**src/rtl/gpx_ptr_pkg.sv**
```systemverilog
package gpx_ptr_pkg;

  // Side of a pair; the physical index is 2*pair + side.
  typedef enum logic {SIDE_A = 1'b0, SIDE_B = 1'b1} side_e;

  // Physical index for a (pair, side) coordinate.
  function automatic int unsigned phys_index(int unsigned pair, side_e side);
    return 2 * pair + ((side == SIDE_B) ? 1 : 0);
  endfunction

  // Address of a pair member in the interleaved map.
  function automatic int unsigned il_addr(int unsigned pair, side_e side);
    return phys_index(pair, side);
  endfunction

  // Address of a pair member in the split map.
  function automatic int unsigned sp_addr(int unsigned pair, side_e side,
                                          int unsigned b_base);
    return (side == SIDE_B) ? (b_base + pair) : pair;
  endfunction

endpackage

```
**src/rtl/gpx_ptr_decode.sv**
```systemverilog
module gpx_ptr_decode #(
  parameter int unsigned N_PAIRS = 11,
  parameter int unsigned ADDR_W  = 8,
  parameter int unsigned B_BASE  = 16,
  localparam int unsigned IDX_W  = $clog2(2 * N_PAIRS)
) (
  input  logic [ADDR_W-1:0] addr_i,
  input  logic              split_i,
  output logic              hit_o,
  output logic [IDX_W-1:0]  idx_o
);
  import gpx_ptr_pkg::*;

  logic [N_PAIRS-1:0] hit_a;
  logic [N_PAIRS-1:0] hit_b;

  // One comparator per pair member, address chosen by the map variant.
  for (genvar p = 0; p < N_PAIRS; p++) begin : g_pair
    localparam logic [ADDR_W-1:0] IL_A = ADDR_W'(il_addr(p, SIDE_A));
    localparam logic [ADDR_W-1:0] IL_B = ADDR_W'(il_addr(p, SIDE_B));
    localparam logic [ADDR_W-1:0] SP_A = ADDR_W'(sp_addr(p, SIDE_A, B_BASE));
    localparam logic [ADDR_W-1:0] SP_B = ADDR_W'(sp_addr(p, SIDE_B, B_BASE));
    assign hit_a[p] = (addr_i == (split_i ? SP_A : IL_A));
    assign hit_b[p] = (addr_i == (split_i ? SP_B : IL_B));
  end

  // OR-encode the one-hot hits into the physical index.
  always_comb begin
    logic [IDX_W-1:0] acc;
    acc = '0;
    for (int p = 0; p < N_PAIRS; p++) begin
      if (hit_a[p]) acc = acc | IDX_W'(phys_index(p, SIDE_A));
      if (hit_b[p]) acc = acc | IDX_W'(phys_index(p, SIDE_B));
    end
    hit_o = |{hit_a, hit_b};
    idx_o = hit_o ? acc : '1;
  end

endmodule

```
**src/rtl/gpx_ptr_step.sv**
```systemverilog
module gpx_ptr_step #(
  parameter int unsigned N_PAIRS = 11,
  parameter int unsigned ADDR_W  = 8,
  parameter int unsigned B_BASE  = 16
) (
  input  logic [ADDR_W-1:0] ptr_i,
  input  logic              split_i,
  input  logic              byte_mode_i,
  output logic [ADDR_W-1:0] nxt_o,
  output logic              wrap_o
);
  localparam logic [ADDR_W-1:0] IL_LAST = ADDR_W'(2 * N_PAIRS - 1);
  localparam logic [ADDR_W-1:0] SP_LAST_A = ADDR_W'(N_PAIRS - 1);
  localparam logic [ADDR_W-1:0] SP_FIRST_B = ADDR_W'(B_BASE);
  localparam logic [ADDR_W-1:0] SP_LAST_B = ADDR_W'(B_BASE + N_PAIRS - 1);

  typedef enum logic [1:0] {
    MV_INC_IL, MV_INC_SP, MV_TOGGLE, MV_HOLD
  } move_e;

  move_e move;

  always_comb begin
    unique case ({byte_mode_i, split_i})
      2'b00:   move = MV_INC_IL;
      2'b01:   move = MV_INC_SP;
      2'b10:   move = MV_TOGGLE;
      default: move = MV_HOLD;
    endcase
  end

  always_comb begin
    wrap_o = 1'b0;
    nxt_o  = ptr_i;
    unique case (move)
      MV_INC_IL: begin
        if (ptr_i == IL_LAST) begin
          nxt_o  = '0;
          wrap_o = 1'b1;
        end else begin
          nxt_o = ptr_i + 1'b1;
        end
      end
      MV_INC_SP: begin
        if (ptr_i == SP_LAST_B) begin
          nxt_o  = '0;
          wrap_o = 1'b1;
        end else if (ptr_i == SP_LAST_A) begin
          nxt_o = SP_FIRST_B;
        end else begin
          nxt_o = ptr_i + 1'b1;
        end
      end
      MV_TOGGLE: nxt_o = {ptr_i[ADDR_W-1:1], ~ptr_i[0]};
      default:   nxt_o = ptr_i;
    endcase
  end

endmodule

```
**src/rtl/gpx_ptr_reg.sv**
```systemverilog
module gpx_ptr_reg #(
  parameter int unsigned ADDR_W = 8
) (
  input  logic              clk,
  input  logic              rst_n,
  input  logic              load_i,
  input  logic [ADDR_W-1:0] load_addr_i,
  input  logic              step_i,
  input  logic [ADDR_W-1:0] nxt_i,
  output logic [ADDR_W-1:0] ptr_o
);
  always_ff @(posedge clk or negedge rst_n) begin
    if (!rst_n)      ptr_o <= '0;
    else if (load_i) ptr_o <= load_addr_i;
    else if (step_i) ptr_o <= nxt_i;
  end
endmodule

```
**src/rtl/gpx_addr_pointer.sv**
```systemverilog
module gpx_addr_pointer #(
  parameter int unsigned N_PAIRS = 11,
  parameter int unsigned ADDR_W  = 8,
  parameter int unsigned B_BASE  = 16,
  localparam int unsigned IDX_W  = $clog2(2 * N_PAIRS)
) (
  input  logic              clk,
  input  logic              rst_n,
  input  logic              load_i,
  input  logic [ADDR_W-1:0] load_addr_i,
  input  logic              adv_i,
  input  logic              map_split_i,
  input  logic              byte_mode_i,
  output logic [ADDR_W-1:0] ptr_o,
  output logic [IDX_W-1:0]  reg_idx_o,
  output logic              ptr_bad_o
);
  logic              ptr_hit;
  logic [ADDR_W-1:0] step_nxt;
  logic              wrap_evt;
  logic              load_evt;
  logic              adv_evt;

  assign load_evt = load_i;
  assign adv_evt  = adv_i & ~load_i & ptr_hit;

  gpx_ptr_decode #(.N_PAIRS(N_PAIRS), .ADDR_W(ADDR_W), .B_BASE(B_BASE)) u_dec (
    .addr_i (ptr_o),
    .split_i(map_split_i),
    .hit_o  (ptr_hit),
    .idx_o  (reg_idx_o)
  );

  gpx_ptr_step #(.N_PAIRS(N_PAIRS), .ADDR_W(ADDR_W), .B_BASE(B_BASE)) u_step (
    .ptr_i      (ptr_o),
    .split_i    (map_split_i),
    .byte_mode_i(byte_mode_i),
    .nxt_o      (step_nxt),
    .wrap_o     (wrap_evt)
  );

  gpx_ptr_reg #(.ADDR_W(ADDR_W)) u_reg (
    .clk        (clk),
    .rst_n      (rst_n),
    .load_i     (load_evt),
    .load_addr_i(load_addr_i),
    .step_i     (adv_evt),
    .nxt_i      (step_nxt),
    .ptr_o      (ptr_o)
  );

  assign ptr_bad_o = ~ptr_hit;

endmodule

```
**config.mk**
```make
export PLATFORM = sky130hd
export DESIGN_NAME = gpx_addr_pointer
export DESIGN_NICKNAME = d
export VERILOG_FILES = /design/src/rtl/gpx_ptr_pkg.sv /design/src/rtl/gpx_ptr_decode.sv /design/src/rtl/gpx_ptr_step.sv /design/src/rtl/gpx_ptr_reg.sv /design/src/rtl/gpx_addr_pointer.sv
export SDC_FILE = /design/constraint.sdc
export NUM_CORES = 1
export LEC_CHECK = 0
export CELL_PAD_IN_SITES_DETAIL_PLACEMENT = 0
export CELL_PAD_IN_SITES_GLOBAL_PLACEMENT = 2
export CORE_ASPECT_RATIO = 1.2
export CORE_UTILIZATION = 40
export CTS_BUF_LIST = sky130_fd_sc_hd__clkbuf_8
export DETAILED_ROUTE_END_ITERATION = 10
export DONT_BUFFER_PORTS = 1
export GPL_TIMING_DRIVEN = 0
export PLACE_DENSITY = 0.89
export SYNTH_ARGS = -nofsm -noshare
export SYNTH_HDL_FRONTEND = slang
export SYNTH_SLANG_ARGS = --single-unit
```
**constraint.sdc**
```tcl
create_clock -name clk -period 4.5 [get_ports clk]
set_input_delay 0.225 -clock clk [delete_from_list [all_inputs] [get_ports clk]]
set_output_delay 0.225 -clock clk [all_outputs]
set_load 0.01 [all_outputs]
```
==> results of run 1 <==
==> kinds of logic after synthesis <==
kind of cell	Yosys count	synth area share (%)
AND/OR/NAND/NOR	67	27.70
flip-flops	8	15.02
buffers and inverters	26	10.70
multiplexers	3	2.535
XOR/XNOR	3	1.972
adder cells (fa/ha/maj)	7	6.572
AO/OA/AOI/OAI	67	35.49
==> cell type report <==
| cell class | instances | share of cell area (%) |
|---|---|---|
| repair buffers | 1 | 0.7005 |
| multi-input cells | 147 | 69.26 |
| flip-flops and latches | 8 | 14.01 |
| well taps | 36 | 3.152 |
| inverters | 9 | 2.364 |
| clock buffers | 3 | 2.890 |
| plain buffers | 17 | 7.618 |
==> timing repair <==
| action | CTS | global route |
|---|---|---|
| endpoints found under the hold margin | 8 | 0 |
| endpoints found under the setup margin | 0 | 0 |
| hold buffers | 1 | 0 |
==> layer usage <==
metal	track usage, %	vias up
met5	0	-
met1	32.86	694
met2	41.57	79
met4	11.86	0
li1	-	685
met3	1.620	26
==> final timing paths <==
kind / start / endpoint / slack, ns / cells past startpoint
max: u_reg.ptr_o[0] / reg_idx_o[1] / 0.99 / 11
min: load_addr_i[7] / u_reg.ptr_o[7] / 0.14 / 1
max reg2reg: u_reg.ptr_o[0] / u_reg.ptr_o[3] / 1.24 / 11
min reg2reg: u_reg.ptr_o[7] / u_reg.ptr_o[7] / 0.62 / 1
max in group asynchronous: rst_n / u_reg.ptr_o[2] / 3.89 / 1
min in group asynchronous: rst_n / u_reg.ptr_o[6] / 0.34 / 1
==> power breakdown <==
group / internal [mW] / total [mW] / switching, mW
logic: 0.0726 / 0.190 / 0.117
clock network: 0.0582 / 0.0892 / 0.0310
registers: 0.0802 / 0.0973 / 0.0171
total: 0.211 / 0.376 / 0.165
==> cell usage in the layout (no fill, tap or decap), types with 3 or more instances in the layout <==
cell type and count:
clkbuf_1 5, nand3_1 10, clkbuf_8 3, o21ai_0 10, buf_6 4, a31oi_1 3, ha_1 7, buf_4 3
nand2b_1 3, inv_1 8, nor2_1 7, nor3_1 3, nor2b_1 6, dfrtp_1 8, mux2_2 3, a21oi_1 13
a22oi_1 5, o211ai_1 3, buf_2 3, o32ai_1 3, o21ai_1 3, nand2_1 20
==> stage by stage <==
stage          power (mW)  cells  hold slack, ns  util, %
6_report           0.3760    221          0.1384    45.94
5_1_grt            0.3979    221          0.1397    45.94
4_1_cts            0.3710    221          0.1446    45.94
3_5_place_dp       0.2805    217        -0.07034    44.29
3_3_place_gp       0.2807    217        -0.07033    44.29
2_1_floorplan      0.2384    181        -0.07059        -
==> summary.txt, run 1 <==
Outcome
  • Status: completed

Place
  • Post-DP Area: approximately 0.0014 mm²
  • DP HPWL: between 3 and 4 mm
  • Routability cong.: slightly above 0.9
  • Port bufs: 0
  • Dpl ws: around 1.3 ns

Drt
  • Residual DRC: 0
  • Drt initial violations: about 140
  • DR WL met2: approximately 2.1 mm
  • WL/cell: around 19 µm
  • Final wirelength: between 4 and 5 mm
  • DRT Pass-1 Iters: 5
  • Vias: roughly 1,500
  • Antenna viol nets, final: 0
  • Max layer used: met4
  • M1 WL: between 1.5 and 2 mm
  • DR vias/cell: about 6.7
  • Routed length on met3: ~250 µm

Finish
  • Area grow syn2layout: 7.230%
  • Multi-input logic area: 989.7 µm²
  • Register with the most flip-flops: u_reg.ptr_o
  • Max reg flops: 8
  • Biggest regs: u_reg.ptr_o (8)
  • Diode count: 0
  • Layout cells sized above 1: between 10% and 20%
  • Register area: between 200 and 250 µm²
  • Filler instances: between 300 and 400
  • Layout Nets: between 200 and 250
  • Final Cell Area: around 0.0014 mm²

Floorplanning
  • Die W: approximately 55 µm
  • Die height: 65.23 µm
  • # IOs: 28
  • Initial core utilization: ~43%
  • Core Rows: 22
  • Core area: roughly 0.0031 mm²
  • Die area: ~0.0036 mm²

Logic synthesis
  • Count leader, synth: nand2_1
  • Async S/R FF share, synth: 100.0%
  • YS warnings: 0
  • Post-synth top cells: nand2_1, a21oi_1, nand3_1, o21ai_0
  • Ys flop type: dfrtp_1
  • Net Count, Synth: 202
  • Synth Cell Area: roughly 0.0013 mm²
  • Largest cells by area after synthesis: dfrtp_1, ha_1, nand2_1
  • Syn Area/Cell: roughly 7.4 µm²
  • Post-synth EDFFs: 0
  • Netlist cell types: 57
  • Synth Instances: ~180
  • Post-synth top area share: around 15%
  • Post-synthesis sequential area ratio: between 10% and 20%
  • Biggest area consumer among synthesized cells: dfrtp_1
  • #FFs+latches synth: 8

Timing
  • # setup viols final: 0
  • Fmax: 0.2853 GHz
  • Post-route setup slack: a little under 1 ns
  • Tcrit/Tclk final: 77.90%
  • Setup TNS: 0 ns
  • Worst Tran Pin Value: between 0.5 and 0.6 ns
  • Final Max Tran Viols: 0
  • RSZ-0062 raised after global routing: false
  • Fin. Hold Viols: 0
  • Worst relative slew slack: ~64%
  • Setup Skew: 0.008335 ns
  • Final worst path period need: about 3.5 ns

Global route
  • Largest net degree at the start of global routing: 11
  • Vias in the first global route: between 1,000 and 1,500
  • First-pass GRT wire length: between 6 and 7 mm
  • Total grt overflow: 0
  • GRT Resource Usage Total: between 20% and 30%
  • Antenna violations before repair: 0

CTS
  • Clock slew at reported path FFs: approximately 0.05 ns
  • # clock sinks: 8
  • Setup Fix Bufs, Post-CTS: 0
  • Post-cts resize count: 0
  • TritonCTS clock tree: yes
  • H-tree levels: 1
  • Clock Tree Buf Depth: 2
  • Root Buffer: clkbuf_8
  • Insertion delay to the later sink of the worst-skew pair: between 0.2 and 0.25 ns
  • Cts bufs inserted: 3

Critical path
  • Slowest cell on the critical path: dfrtp_1
  • Cell mode on critical path: buf_6
  • Critical Path AT: about 3.3 ns
  • Crit Path Class: flop to output port
  • CP top delay family: compound AO/OA/AOI/OAI gates
  • Cells along the critical path: buf_6 > clkbuf_1 > inv_1 > ha_1 > o211ai_1 > a21oi_1 > a2111oi_1 > a31o_1 > buf_6 > a311oi_1 > o21ai_1
  • Worst endpoint required time: 4.28 ns
  • Critical path's largest stage delay: between 0.4 and 0.5 ns
  • Setup crit end kind: output port
  • Element type at the critical path start: flop
  • Worst Path Max Fanout: 10
  • Worst path bufs/invs: 4

Pwr
  • Peak supply drop: approximately 0.00018 V
  • Leakage power: roughly 0.52 nW
  • Power density over the cells: between 200 and 300 mW/mm²

Job
  • Max_cap viols: 0

Worst hold path
  • Worst hold path class: input pin to flop
(Power assumes the default switching activity.)
==> inputs of run 2 (changes only) <==
- CORE_UTILIZATION: 40 -> 37
- PLACE_DENSITY: 0.89 -> 0.83
- clock period: 4.5 -> 3.4 ns (I/O delays scaled with it)
==> summary.txt, run 2 (synthesis gave the netlist of run 1 again) <==
Finish
  • Most frequent cells in the layout: nand2_1, a21oi_1, nand3_1, o21ai_0 (unchanged)
  • Register with the most flip-flops: u_reg.ptr_o (unchanged)
  • Filler instances: 373 (was 336)
  • Commonest non-fill, non-tap cell in the layout: nand2_1 (unchanged)
  • Area grow syn2layout: 7.042% (was 7.230%)
  • Diode count: 0 (unchanged)
  • Max reg flops: 8 (unchanged)
  • Layout Nets: 207 (was 208)
  • Layout cells sized above 1: 13.04% (was 12.97%)
  • Biggest regs: u_reg.ptr_o (8) (unchanged)

Drt
  • Antenna viol nets, final: 0 (unchanged)
  • WL/cell: 19.16 µm (was 19.01 µm)
  • Drt initial violations: 75 (was 144)
  • Final wirelength: 4.234 mm (was 4.202 mm)
  • Vias: 1,473 (was 1,484)
  • DR vias/cell: 6.665 (was 6.715)
  • DRT Pass-1 Iters: 4 (was 5)
  • Residual DRC: 0 (unchanged)

Floorplanning
  • Core area: 0.003396 mm² (was 0.003110 mm²)
  • Core Rows: 23 (was 22)
  • Die area: 0.003847 mm² (was 0.003567 mm²)
  • Initial core utilization: 39.24% (was 42.84%)
  • Die W: 56.79 µm (was 54.69 µm)
  • Die height: 67.74 µm (was 65.23 µm)
  • # IOs: 28 (unchanged)

Pwr
  • Leakage power: 0.5201 nW (was 0.5213 nW)
  • Final Power: 0.4916 mW (was 0.3760 mW)
  • Peak supply drop: 0.0001883 V (was 0.0001768 V)
  • Power density over the cells: 344.7 mW/mm² (was 263.2 mW/mm²)

CTS
  • # clock sinks: 8 (unchanged)
  • H-tree levels: 1 (unchanged)
  • Insertion delay to the later sink of the worst-skew pair: 0.23 ns (was 0.24 ns)
  • Setup Fix Bufs, Post-CTS: 0 (unchanged)
  • Root Buffer: clkbuf_8 (unchanged)
  • Post-cts resize count: 0 (unchanged)
  • Clock Tree Buf Depth: 2 (unchanged)
  • Clock slew at reported path FFs: 0.04 ns (was 0.05 ns)
  • TritonCTS clock tree: yes (unchanged)
  • Cts bufs inserted: 3 (unchanged)

Global route
  • Total grt overflow: 0 (unchanged)
  • Met1 Use GR: 27.93% (was 32.86%)
  • Largest net degree at the start of global routing: 20 (was 11)
  • Vias in the first global route: 1,341 (was 1,314)
  • M2 GR Usage: 43.30% (was 41.57%)
  • Antenna violations before repair: 0 (unchanged)
  • Grt met3 use: 2.107% (was 1.620%)
  • GRT Resource Usage Total: 23.52% (was 25.47%)
  • First-pass GRT wire length: 6.865 mm (was 6.603 mm)
  • Top Usage Layer GRT: met2 (unchanged)

Critical path
  • Worst Path Max Fanout: 19 (was 10)
  • Slowest cell on the critical path: dfrtp_1 (unchanged)
  • Worst endpoint required time: 3.23 ns (was 4.28 ns)
  • Crit Path Class: flop to output port (unchanged)
  • Reg2reg start: u_reg.ptr_o[0] (unchanged)
  • Setup crit end kind: output port (unchanged)
  • Cell mode on critical path: buf_6 (unchanged)
  • CP top delay family: compound AO/OA/AOI/OAI gates (unchanged)
  • Reg2reg path depth: 10 (was 11)
  • R2r setup slk: 0.40 ns (was 1.24 ns)
  • Critical path launch point: u_reg.ptr_o[0] (unchanged)
  • Worst path bufs/invs: 3 (was 4)
  • Critical path's largest stage delay: 0.46 ns (was 0.45 ns)
  • Element type at the critical path start: flop (unchanged)
  • Cells along the critical path: buf_6 > inv_1 > ha_1 > o211ai_1 > a21oi_1 > a2111oi_1 > a31o_1 > buf_6 > a311oi_1 > o21ai_1 (was buf_6 > clkbuf_1 > inv_1 > ha_1 > o211ai_1 > a21oi_1 > a2111oi_1 > a31o_1 > buf_6 > a311oi_1 > o21ai_1)
  • Critical Path AT: 2.99 ns (was 3.28 ns)
  • RR Endpoint: u_reg.ptr_o[3] (unchanged)

Timing
  • Setup Skew: 0.005652 ns (was 0.008335 ns)
  • Setup TNS: 0 ns (unchanged)
  • Worst Tran Pin Value: 0.5566 ns (was 0.5461 ns)
  • Final worst path period need: between 3 and 4 ns
  • Tcrit/Tclk final: roughly 93%
  • Fmax: around 0.32 GHz
  • Worst hold margin: 0.08985 ns (was 0.1384 ns)
  • RSZ-0062 raised after global routing: false (unchanged)
  • Final Max Tran Viols: 0 (unchanged)
  • # setup viols final: 0 (unchanged)
  • Worst relative slew slack: 62.73% (was 63.59%)
  • Fin. Hold Viols: 0 (unchanged)

Outcome
  • Status: completed (unchanged)

Place
  • DP HPWL: 3.193 mm (was 3.133 mm)
  • Port bufs: 0 (unchanged)
  • Routability cong.: 0.8889 (was 0.9093)

Worst hold path
  • Worst Hold End: u_reg.ptr_o[6] (was u_reg.ptr_o[7])
  • WHS Path Cells: 1 (unchanged)
  • Worst hold start: load_addr_i[6] (was load_addr_i[7])
  • Worst hold path class: input pin to flop (unchanged)

Job
  • Max_cap viols: 0 (unchanged)
run 2: cell type report:
cell class | count | area, µm² | area share [%]
inverter | 9 | 33.78 | 2.368
sequential | 8 | 200.2 | 14.04
multi-input combinational | 147 | 989.7 | 69.39
buffer | 16 | 105.1 | 7.368
timing repair buffer | 1 | 10.01 | 0.7018
clock buffer | 3 | 41.29 | 2.895
tap | 37 | 46.29 | 3.246
run 2: per-layer routing:
layer | vias up | part of all wire, %
li1 | 688 | -
met1 | 708 | 40
met2 | 64 | 53
met3 | 13 | 4.7
met4 | 0 | 2.6
met5 | - | 0
run 2: timing repair:
item | in CTS | in global routing
endpoints found under the hold margin | 8 | 0
setup endpoints to repair | 2 | 0
hold buffers | 1 | 0
run 2: worst max-delay path by stage:
| stage | depth (start not counted) | to | slack, ns |
|---|---|---|---|
| final | 10 | reg_idx_o[1] | 0.24 |
| after global routing | 10 | reg_idx_o[1] | 0.13 |
| after CTS | 10 | reg_idx_o[1] | 0.34 |
| after detailed placement | 11 | u_reg.ptr_o[3] | 0.12 |
| after global placement | 11 | u_reg.ptr_o[3] | 0.15 |
| after floorplan | 11 | u_reg.ptr_o[3] | 0.68 |
run 2: where the power goes:
part           switching [mW]  internal (mW)
Clock                  0.0368         0.0766
Combinational           0.152         0.0957
Sequential             0.0239          0.106
Total                   0.213          0.279
run 2: through the flow:
| step | instance area (µm²) | util [%] | cells | setup WS [ns] |
|---|---|---|---|---|
| 5_1_grt | 1426 | 42.00 | 221 | 0.1345 |
| 3_3_place_gp | 1379 | 40.60 | 218 | 0.1477 |
| 3_5_place_dp | 1379 | 40.60 | 218 | 0.1245 |
| 2_1_floorplan | 1333 | - | 181 | 0.6844 |
| 4_1_cts | 1426 | 42.00 | 221 | 0.3355 |
| 6_report | 1426 | 42.00 | 221 | 0.2404 |
